`src/rtl/pbus_adc_pkg.sv`:
```
package pbus_adc_pkg;
  typedef enum logic [2:0] {
    S_IDLE,
    S_LOW,
    S_WHI,
    S_WLO,
    S_SETL,
    S_SELH,
    S_SELL
  } seq_state_e;
endpackage

```
`src/rtl/adc_sync2.sv`:
```
module adc_sync2 #(
  parameter int unsigned Width = 1
) (
  input  logic             clk_i,
  input  logic             rst_ni,
  input  logic [Width-1:0] d_i,
  output logic [Width-1:0] q_o
);
  logic [Width-1:0] s1_q, s2_q;

  always_ff @(posedge clk_i or negedge rst_ni) begin
    if (!rst_ni) begin
      s1_q <= '0;
      s2_q <= '0;
    end else begin
      s1_q <= d_i;
      s2_q <= s1_q;
    end
  end

  assign q_o = s2_q;
endmodule

```
`src/rtl/adc_dly_tmr.sv`:
```
module adc_dly_tmr #(
  parameter int unsigned Width = 8
) (
  input  logic             clk_i,
  input  logic             rst_ni,
  input  logic             load_i,
  input  logic [Width-1:0] val_i,
  output logic             done_o
);
  logic [Width-1:0] cnt_q;

  // a load of N makes done_o high in the N-th cycle after the load
  always_ff @(posedge clk_i or negedge rst_ni) begin
    if (!rst_ni) begin
      cnt_q <= '0;
    end else if (load_i) begin
      cnt_q <= val_i - Width'(1);
    end else if (cnt_q != '0) begin
      cnt_q <= cnt_q - Width'(1);
    end
  end

  assign done_o = (cnt_q == '0);
endmodule

```
`src/rtl/pbus_adc_seq.sv`:
```
module pbus_adc_seq #(
  parameter int unsigned LowCycles   = 5,
  parameter int unsigned RiseTimeout = 40,
  parameter int unsigned ConvTimeout = 200,
  parameter int unsigned BusSettle   = 5,
  parameter int unsigned SelSettle   = 5,
  parameter int unsigned ResW        = 12,
  parameter int unsigned BusW        = 8
) (
  input  logic            clk_i,
  input  logic            rst_ni,
  input  logic            start_i,
  input  logic            status_i,
  input  logic [BusW-1:0] bus_i,
  output logic            rc_no,
  output logic            sel_o,
  output logic [ResW-1:0] data_o,
  output logic            valid_o,
  output logic            err_o
);
  import pbus_adc_pkg::*;

  localparam int unsigned LoW   = ResW - BusW;
  localparam int unsigned SumT  = LowCycles + RiseTimeout + ConvTimeout + BusSettle + SelSettle;
  localparam int unsigned TmrW  = $clog2(SumT + 1) + 1;

  seq_state_e      state_q, state_d;
  logic            stat_s;
  logic            tmr_ld, tmr_done;
  logic [TmrW-1:0] tmr_val;
  logic            err_set, samp_hi, samp_lo;
  logic [BusW-1:0] hi_q;
  logic [ResW-1:0] data_q;
  logic            valid_q, err_q;

  adc_sync2 #(.Width(1)) u_sync (
    .clk_i  (clk_i),
    .rst_ni (rst_ni),
    .d_i    (status_i),
    .q_o    (stat_s)
  );

  adc_dly_tmr #(.Width(TmrW)) u_tmr (
    .clk_i  (clk_i),
    .rst_ni (rst_ni),
    .load_i (tmr_ld),
    .val_i  (tmr_val),
    .done_o (tmr_done)
  );

  always_comb begin
    state_d = state_q;
    tmr_ld  = 1'b0;
    tmr_val = '0;
    err_set = 1'b0;
    samp_hi = 1'b0;
    samp_lo = 1'b0;
    unique case (state_q)
      S_IDLE: if (start_i) begin
        state_d = S_LOW;
        tmr_ld  = 1'b1;
        tmr_val = TmrW'(LowCycles);
      end
      S_LOW: if (tmr_done) begin
        state_d = S_WHI;
        tmr_ld  = 1'b1;
        tmr_val = TmrW'(RiseTimeout);
      end
      S_WHI: begin
        if (stat_s) begin
          state_d = S_WLO;
          tmr_ld  = 1'b1;
          tmr_val = TmrW'(ConvTimeout);
        end else if (tmr_done) begin
          state_d = S_IDLE;
          err_set = 1'b1;
        end
      end
      S_WLO: begin
        if (!stat_s) begin
          state_d = S_SETL;
          tmr_ld  = 1'b1;
          tmr_val = TmrW'(BusSettle);
        end else if (tmr_done) begin
          state_d = S_IDLE;
          err_set = 1'b1;
        end
      end
      S_SETL: if (tmr_done) begin
        state_d = S_SELH;
        tmr_ld  = 1'b1;
        tmr_val = TmrW'(SelSettle);
      end
      S_SELH: if (tmr_done) begin
        state_d = S_SELL;
        samp_hi = 1'b1;
        tmr_ld  = 1'b1;
        tmr_val = TmrW'(SelSettle);
      end
      S_SELL: if (tmr_done) begin
        state_d = S_IDLE;
        samp_lo = 1'b1;
      end
      default: state_d = S_IDLE;
    endcase
  end

  always_ff @(posedge clk_i or negedge rst_ni) begin
    if (!rst_ni) begin
      state_q <= S_IDLE;
      hi_q    <= '0;
      data_q  <= '0;
      valid_q <= 1'b0;
      err_q   <= 1'b0;
    end else begin
      state_q <= state_d;
      valid_q <= samp_lo;
      err_q   <= err_set;
      if (samp_hi) hi_q <= bus_i;
      if (samp_lo) data_q <= {hi_q, bus_i[BusW-1 -: LoW]};
    end
  end

  assign rc_no   = !(state_q inside {S_LOW, S_WHI, S_WLO});
  assign sel_o   = (state_q == S_SELH);
  assign data_o  = data_q;
  assign valid_o = valid_q;
  assign err_o   = err_q;
endmodule

```
`config.mk`:
```
export PLATFORM = sky130hd
export DESIGN_NAME = pbus_adc_seq
export DESIGN_NICKNAME = d
export VERILOG_FILES = /design/src/rtl/pbus_adc_pkg.sv /design/src/rtl/adc_sync2.sv /design/src/rtl/adc_dly_tmr.sv /design/src/rtl/pbus_adc_seq.sv
export SDC_FILE = /design/constraint.sdc
export NUM_CORES = 1
export LEC_CHECK = 0
export ABC_AREA = 1
export BUFFER_PORTS_ARGS = -buffer_cell sky130_fd_sc_hd__buf_2
export CORE_MARGIN = 1.5
export CORE_UTILIZATION = 35
export DETAILED_ROUTE_END_ITERATION = 8
export PLACE_DENSITY = 0.53
export RECOVER_POWER = 50
export SYNTH_ARGS = -nofsm -noshare
export SYNTH_HDL_FRONTEND = slang
export SYNTH_SLANG_ARGS = --single-unit
```
`constraint.sdc`:
```
create_clock -name clk_i -period 3.4 [get_ports clk_i]
set_input_delay 0.34 -clock clk_i [delete_from_list [all_inputs] [get_ports clk_i]]
set_output_delay 0.34 -clock clk_i [all_outputs]
set_load 0.02 [all_outputs]
```
Word-level counts from Yosys, hierarchy flattened
Cells that the tools add are included.

Add/sub/neg operators: 2. Multipliers: 0. Divide/modulo/power cells: 0. Magnitude comparators: 0. Eq/ne operators: 10. Shift operators: 0. Multiplexer cells: 26. Bitwise logic cells: 0. Reduce and logical (&&, ||, !) cells: 9.

Operators by type and width (number): case mux 8 bit (5 select lines) (1); two-way mux 3 bit (10); case mux 3 bit (7 select lines) (1); two-way mux 9 bit (2); == test 3 bit (second input constant) (3); logical NOT 9 bit (1); nonzero test 9 bit (1); subtractor 8 x 1 -> 9 bit (second input constant) (1); subtractor 9 x 1 -> 9 bit (second input constant) (1); two-way mux 1 bit (8); two-way mux 8 bit (1); == test 3 x 2 -> 1 bit (second input constant) (2); two-way mux 6 bit (1); != test 2 bit (second input constant) (3); case mux 1 bit (4 select lines) (1); AND reduction 4 bit (1); == test 3 x 1 -> 1 bit (second input constant) (1); logical NOT 3 bit (1); nonzero test 3 bit (1); OR reduction 3 bit (1); != test 2 x 1 -> 1 bit (second input constant) (1); case mux 1 bit (2 select lines) (1); nonzero test 2 bit (1); OR reduction 2 bit (1); logical NOT 1 bit (1).

Flip-flop bits (word level): 36. Latch bits: 0. Memory bits (writable): 0. Memory bits (read-only): 0. Input bits: 12. Output and inout port bits: 16. Word-level logic and storage cells: 55. Memories kept: 0.

Longest topological paths before layout
Depth in word-level cells: 5. Gate-level depth with buffers: 16. Gate-level depth less buffers: 15.

Hierarchy
From an unflattened synthesis, not the netlist that was laid out.

Cell total of the unflattened synthesis: 248. Area total of the unflattened synthesis: 1894.3 µm².

Modules (own cells, without submodules): pbus_adc_seq (instances 1, cells each 140, area an instance 1171.1 µm², seq. area each 625.6 µm²); adc_dly_tmr (instances 1, cells each 106, area an instance 673.1 µm², seq. area each 225.2 µm²); adc_sync2 (instances 1, cells each 2, area an instance 50.0 µm², seq. area each 50.0 µm²).

Worst setup path before layout
Ideal clock, no wire load.

Path kind: register to register. From: register state_q[0]. To: register u_tmr.cnt_q[6]. Setup time: 0.119 ns. Arrival time: 1.770 ns. Required time: 3.281 ns. Setup slack: 1.511 ns. Cell stages (with the launch flop): 15. Path buffers: 1. Period minus slack after synthesis: 1.889 ns. Cell sequence: dfrtp_1 -> buf_4 -> nor2_1 -> nand3_1 -> nand2_2 -> inv_1 -> nand2_1 -> inv_2 -> nand2_1 -> inv_1 -> ha_1 -> nand3_1 -> nor2_1 -> a21oi_1 -> nor2_1.

Cells in the longest elaborated chain, start to end: 5. Elaborated cells on any way between the ends: 13. Those cells by class: 1 x add/sub; 5 x eq/ne; 3 x mux; 4 x reduce/logical.

Ends and longest elaborated chain: start, declared (RTL line pbus_adc_seq.sv:27) `seq_state_e state_q, state_d;`; start signal, assigned (RTL line pbus_adc_seq.sv:116) `state_q <= state_d;`; == test 3 bit (RTL line pbus_adc_seq.sv:58) `unique case (state_q)`; OR reduction 2 bit (no line); case mux 8 bit (5 select lines) (RTL line pbus_adc_seq.sv:58); subtractor 8 x 1 -> 9 bit (RTL line adc_dly_tmr.sv:17) `cnt_q <= val_i - Width'(1);`; two-way mux 9 bit (RTL line adc_dly_tmr.sv:16) `end else if (load_i) begin`; end signal, assigned (RTL line adc_dly_tmr.sv:17); end signal, assigned (RTL line adc_dly_tmr.sv:19) `cnt_q <= cnt_q - Width'(1);`; end, declared (RTL line adc_dly_tmr.sv:10) `logic [Width-1:0] cnt_q;`.

Several ways; a longest one is shown, not always the timed one. A chain may end at the register's enable or synchronous reset.

Worst setup path in the final report
Ends and elaborated chain as after synthesis.

==> qor.yml <==
gp_congestion: 0.833
fmaxAchievable_ghz: 0.479
power_frac_seq_pct: 35.5
initial_utilization_pct: 37.0
synth_edf_count: 0
worstSetupPathType: "reg -> reg"
avgViaCountPerCell: 4.59
crit_required_ps: 3580
ioPinCount: 28
cts.htree.levels: 2
fin_nets: 254
dr.pass1.iters: 4
setup_viol_count_final: 0
p_leak_uw: 0.00106
cts_buffer_depth: 2
async_reset_ff_share_pct: 100
ys_seq_area_share_pct: 50.9
core-area_um2: 4790
hold_viol: 0
finalCriticalPeriod_ps: 2090
ant_nets: 0
cts_root_buf: "clkbuf_8"
cts_resized: 0
port-buffer-count: 27
rsz0062_at_grt: "no"
final.setup.tns_ps: 0
fillerInstances: 520
crit_top_cell: "nand2_1"
peakVddDrop_mv: 0.400
avgSynthCellArea_um2: 8.38
die_w_um: 74.1
track_usage_pct: 16.1
relSlewSlack_pct: -31.0
synth.most_common_cell: "nand2_1"
switching_power_uw: 794
max_slew.worst_pin.slew_ps: 1960
wl_per_cell_um: 11.8
hpwl_um: 2640
multi_input_area_um2: 748
intPower_uw: 1070
power_density_nw_per_um2: 900
synth_area_leader_cell: "dfrtp_1"
synth_seq_cells: 36
rows: 25
path_cells: "nand2_1 -> nor2_1 -> nand2_1 -> nand2_2 -> inv_1 -> nand2_1 -> inv_2 -> nand2_1 -> inv_1 -> ha_1 -> nand3_1 -> nor2_1 -> a21oi_1 -> nor2_1"
synth_warnings: 0
fin_crit_sh_pct: 61.4
critPathLaunchType: "flip-flop"
critPathArrivalTime_ps: 2270
hold-worst-slack_ps: 160
finalPower_uw: 1870
endpoint_kind: "flip-flop"
slowest_stage: "dfrtp_1"
violations: "capacitance limit, slew limit"
cts_setup_buffers: 0
synth_area_leaders: "dfrtp_1 (51%), nand2_1 (11%), nand3_1 (5.4%)"
die_h_um: 74.1
finClkSkew_ps: 4.06
drcViolationCount: 0
dominantRegCellSynth: "dfrtp_1"
synth_common_cells: "nand2_1 (51), dfrtp_1 (36), inv_1 (20), nor2_1 (20), nand3_1 (19)"
hold_path.class: "in -> reg"
power_frac_comb_pct: 44.2
clock_latency_ps: 290
synth.distinct_cells: 27
grt_max_degree: 37
crit_family: "simple AND/OR/NAND/NOR gates"
syn_nets: 224
postCtsHoldBufs: 0
diodes: 0
synth_area_um2: 1770
seqCellArea_um2: 901
cts_tree: "yes"
grt_pass1_vias: 1432
switching_share_pct: 42.6
wirelength_um: 3650
drv_slew: 37
crit_fanout: 9
cts-buffers-inserted: 5
status: "finished, violations left"
grt-ovfl-total: 0
cpPeakStageDelay_ps: 530
final_layout_size_suffix_gt1_share_pct: 22.7
path_clk_slew_ps: 80
dieArea_um2: 5490
path_buf_inv: 3
vias: 1418
grt_first_pass_wirelength_um: 6550
maxCapViolations: 1
first_iter_violations: 125
area_growth_pct: 17.1
synth_top_cell_area_share_pct: 50.9
clock-sinks: 36
clkPwrFrac_pct: 20.3
antenna_found_initial: 0
syn_inst: 211
## per-stage QoR
stage	instances	worst slack [ps]	cell area (µm²)	utilization, %
6_report	309	1310	2070	43.3
5_1_grt	309	1000	2070	43.3
4_1_cts	309	1300	2080	43.5
3_5_place_dp	301	1330	1970	41.2
3_3_place_gp	301	1340	1970	41.2
2_1_floorplan	211	1510	1770	-
## final timing paths
| check | slack (ps) | startpoint | endpoint | cells past startpoint |
|---|---|---|---|---|
| max in group asynchronous | 1680 | rst_ni | u_tmr.cnt_q[5] | 1 |
| min in group asynchronous | 590 | rst_ni | state_q[2] | 1 |
| worst min register to register | 370 | u_sync.s1_q | u_sync.q_o | 0 |
| worst max-delay path | 1310 | state_q[0] | u_tmr.cnt_q[6] | 14 |
| worst max register to register | 1310 | state_q[0] | u_tmr.cnt_q[6] | 14 |
| worst min-delay path | 160 | status_i | u_sync.s1_q | 1 |
## power groups by stage
| stage | logic, µW | registers (µW) | clock network [µW] |
|---|---|---|---|
| 3_5_place_dp | 836 | 669 | 0 |
| 3_3_place_gp | 832 | 667 | 0 |
| 4_1_cts | 840 | 661 | 394 |
| 5_1_grt | 961 | 682 | 407 |
| 2_1_floorplan | 635 | 677 | 0 |
| 6_report | 824 | 662 | 379 |
## routing by layer
layer  routed length [µm]  GRT usage, %  vias up
met4                   70          6.79        0
met2                 1610          24.6       25
li1                     -             -      735
met3                  132          4.47        7
met5                    0             0        -
met1                 1840          21.5      651
## worst register-to-register path: stages, from the launching register on
cell     delay, ps
dfrtp_1        530
nand2_1        100
nor2_1         130
nand2_1        100
nand2_2        130
inv_1           50
nand2_1         80
inv_2           80
nand2_1        150
inv_1           60
ha_1           190
nand3_1        120
nor2_1          70
a21oi_1        140
nor2_1          60
## registers in the layout, summed over array words and instances (netlist names)
register     count
valid_o          1
u_sync.q_o       1
state_q          3
err_o            1
u_sync.s1_q      1
hi_q             8
u_tmr.cnt_q      9
data_o          12
## cell type report
type	count	area share, %
sequential	36	43.5
multi-input combinational	144	36.1
timing repair buffer	27	6.10
inverter	27	4.89
tap	67	4.05
clock buffer	5	3.32
clock inverter	3	2.05
## logic make-up after synthesis
kind of cell / after synthesis / synth area share [%]
flip-flops: 36 / 50.9
adder cells (fa/ha/maj): 1 / 0.707
AO/OA/AOI/OAI: 30 / 9.34
buffers and inverters: 31 / 6.79
AND/OR/NAND/NOR: 112 / 31.8
XOR/XNOR: 1 / 0.495
## layout by cell type (no fill, tap or decap)
| cell type | count |
|---|---|
| clkbuf_1 | 7 |
| clkinv_2 | 1 |
| buf_2 | 20 |
| or2_2 | 1 |
| o21ai_0 | 15 |
| nor2_2 | 3 |
| nand2_4 | 1 |
| a21oi_1 | 10 |
| xnor2_1 | 1 |
| nor3_2 | 1 |
| nand2_2 | 3 |
| nand2_1 | 51 |
| bufinv_16 | 1 |
| inv_2 | 7 |
| nand3_2 | 4 |
| nor2_8 | 1 |
| nand3_1 | 19 |
| clkbuf_8 | 5 |
| a2111oi_0 | 1 |
| nor2_4 | 3 |
| nor2_1 | 20 |
| nand3_4 | 1 |
| or2_0 | 1 |
| inv_1 | 20 |
| o21ai_1 | 3 |
| and2_2 | 1 |
| nor3_1 | 2 |
| o21ai_4 | 1 |
| ha_1 | 1 |
| dfrtp_1 | 36 |
| clkinvlp_4 | 1 |
No activity file was read; power rests on OpenSTA's default activity.
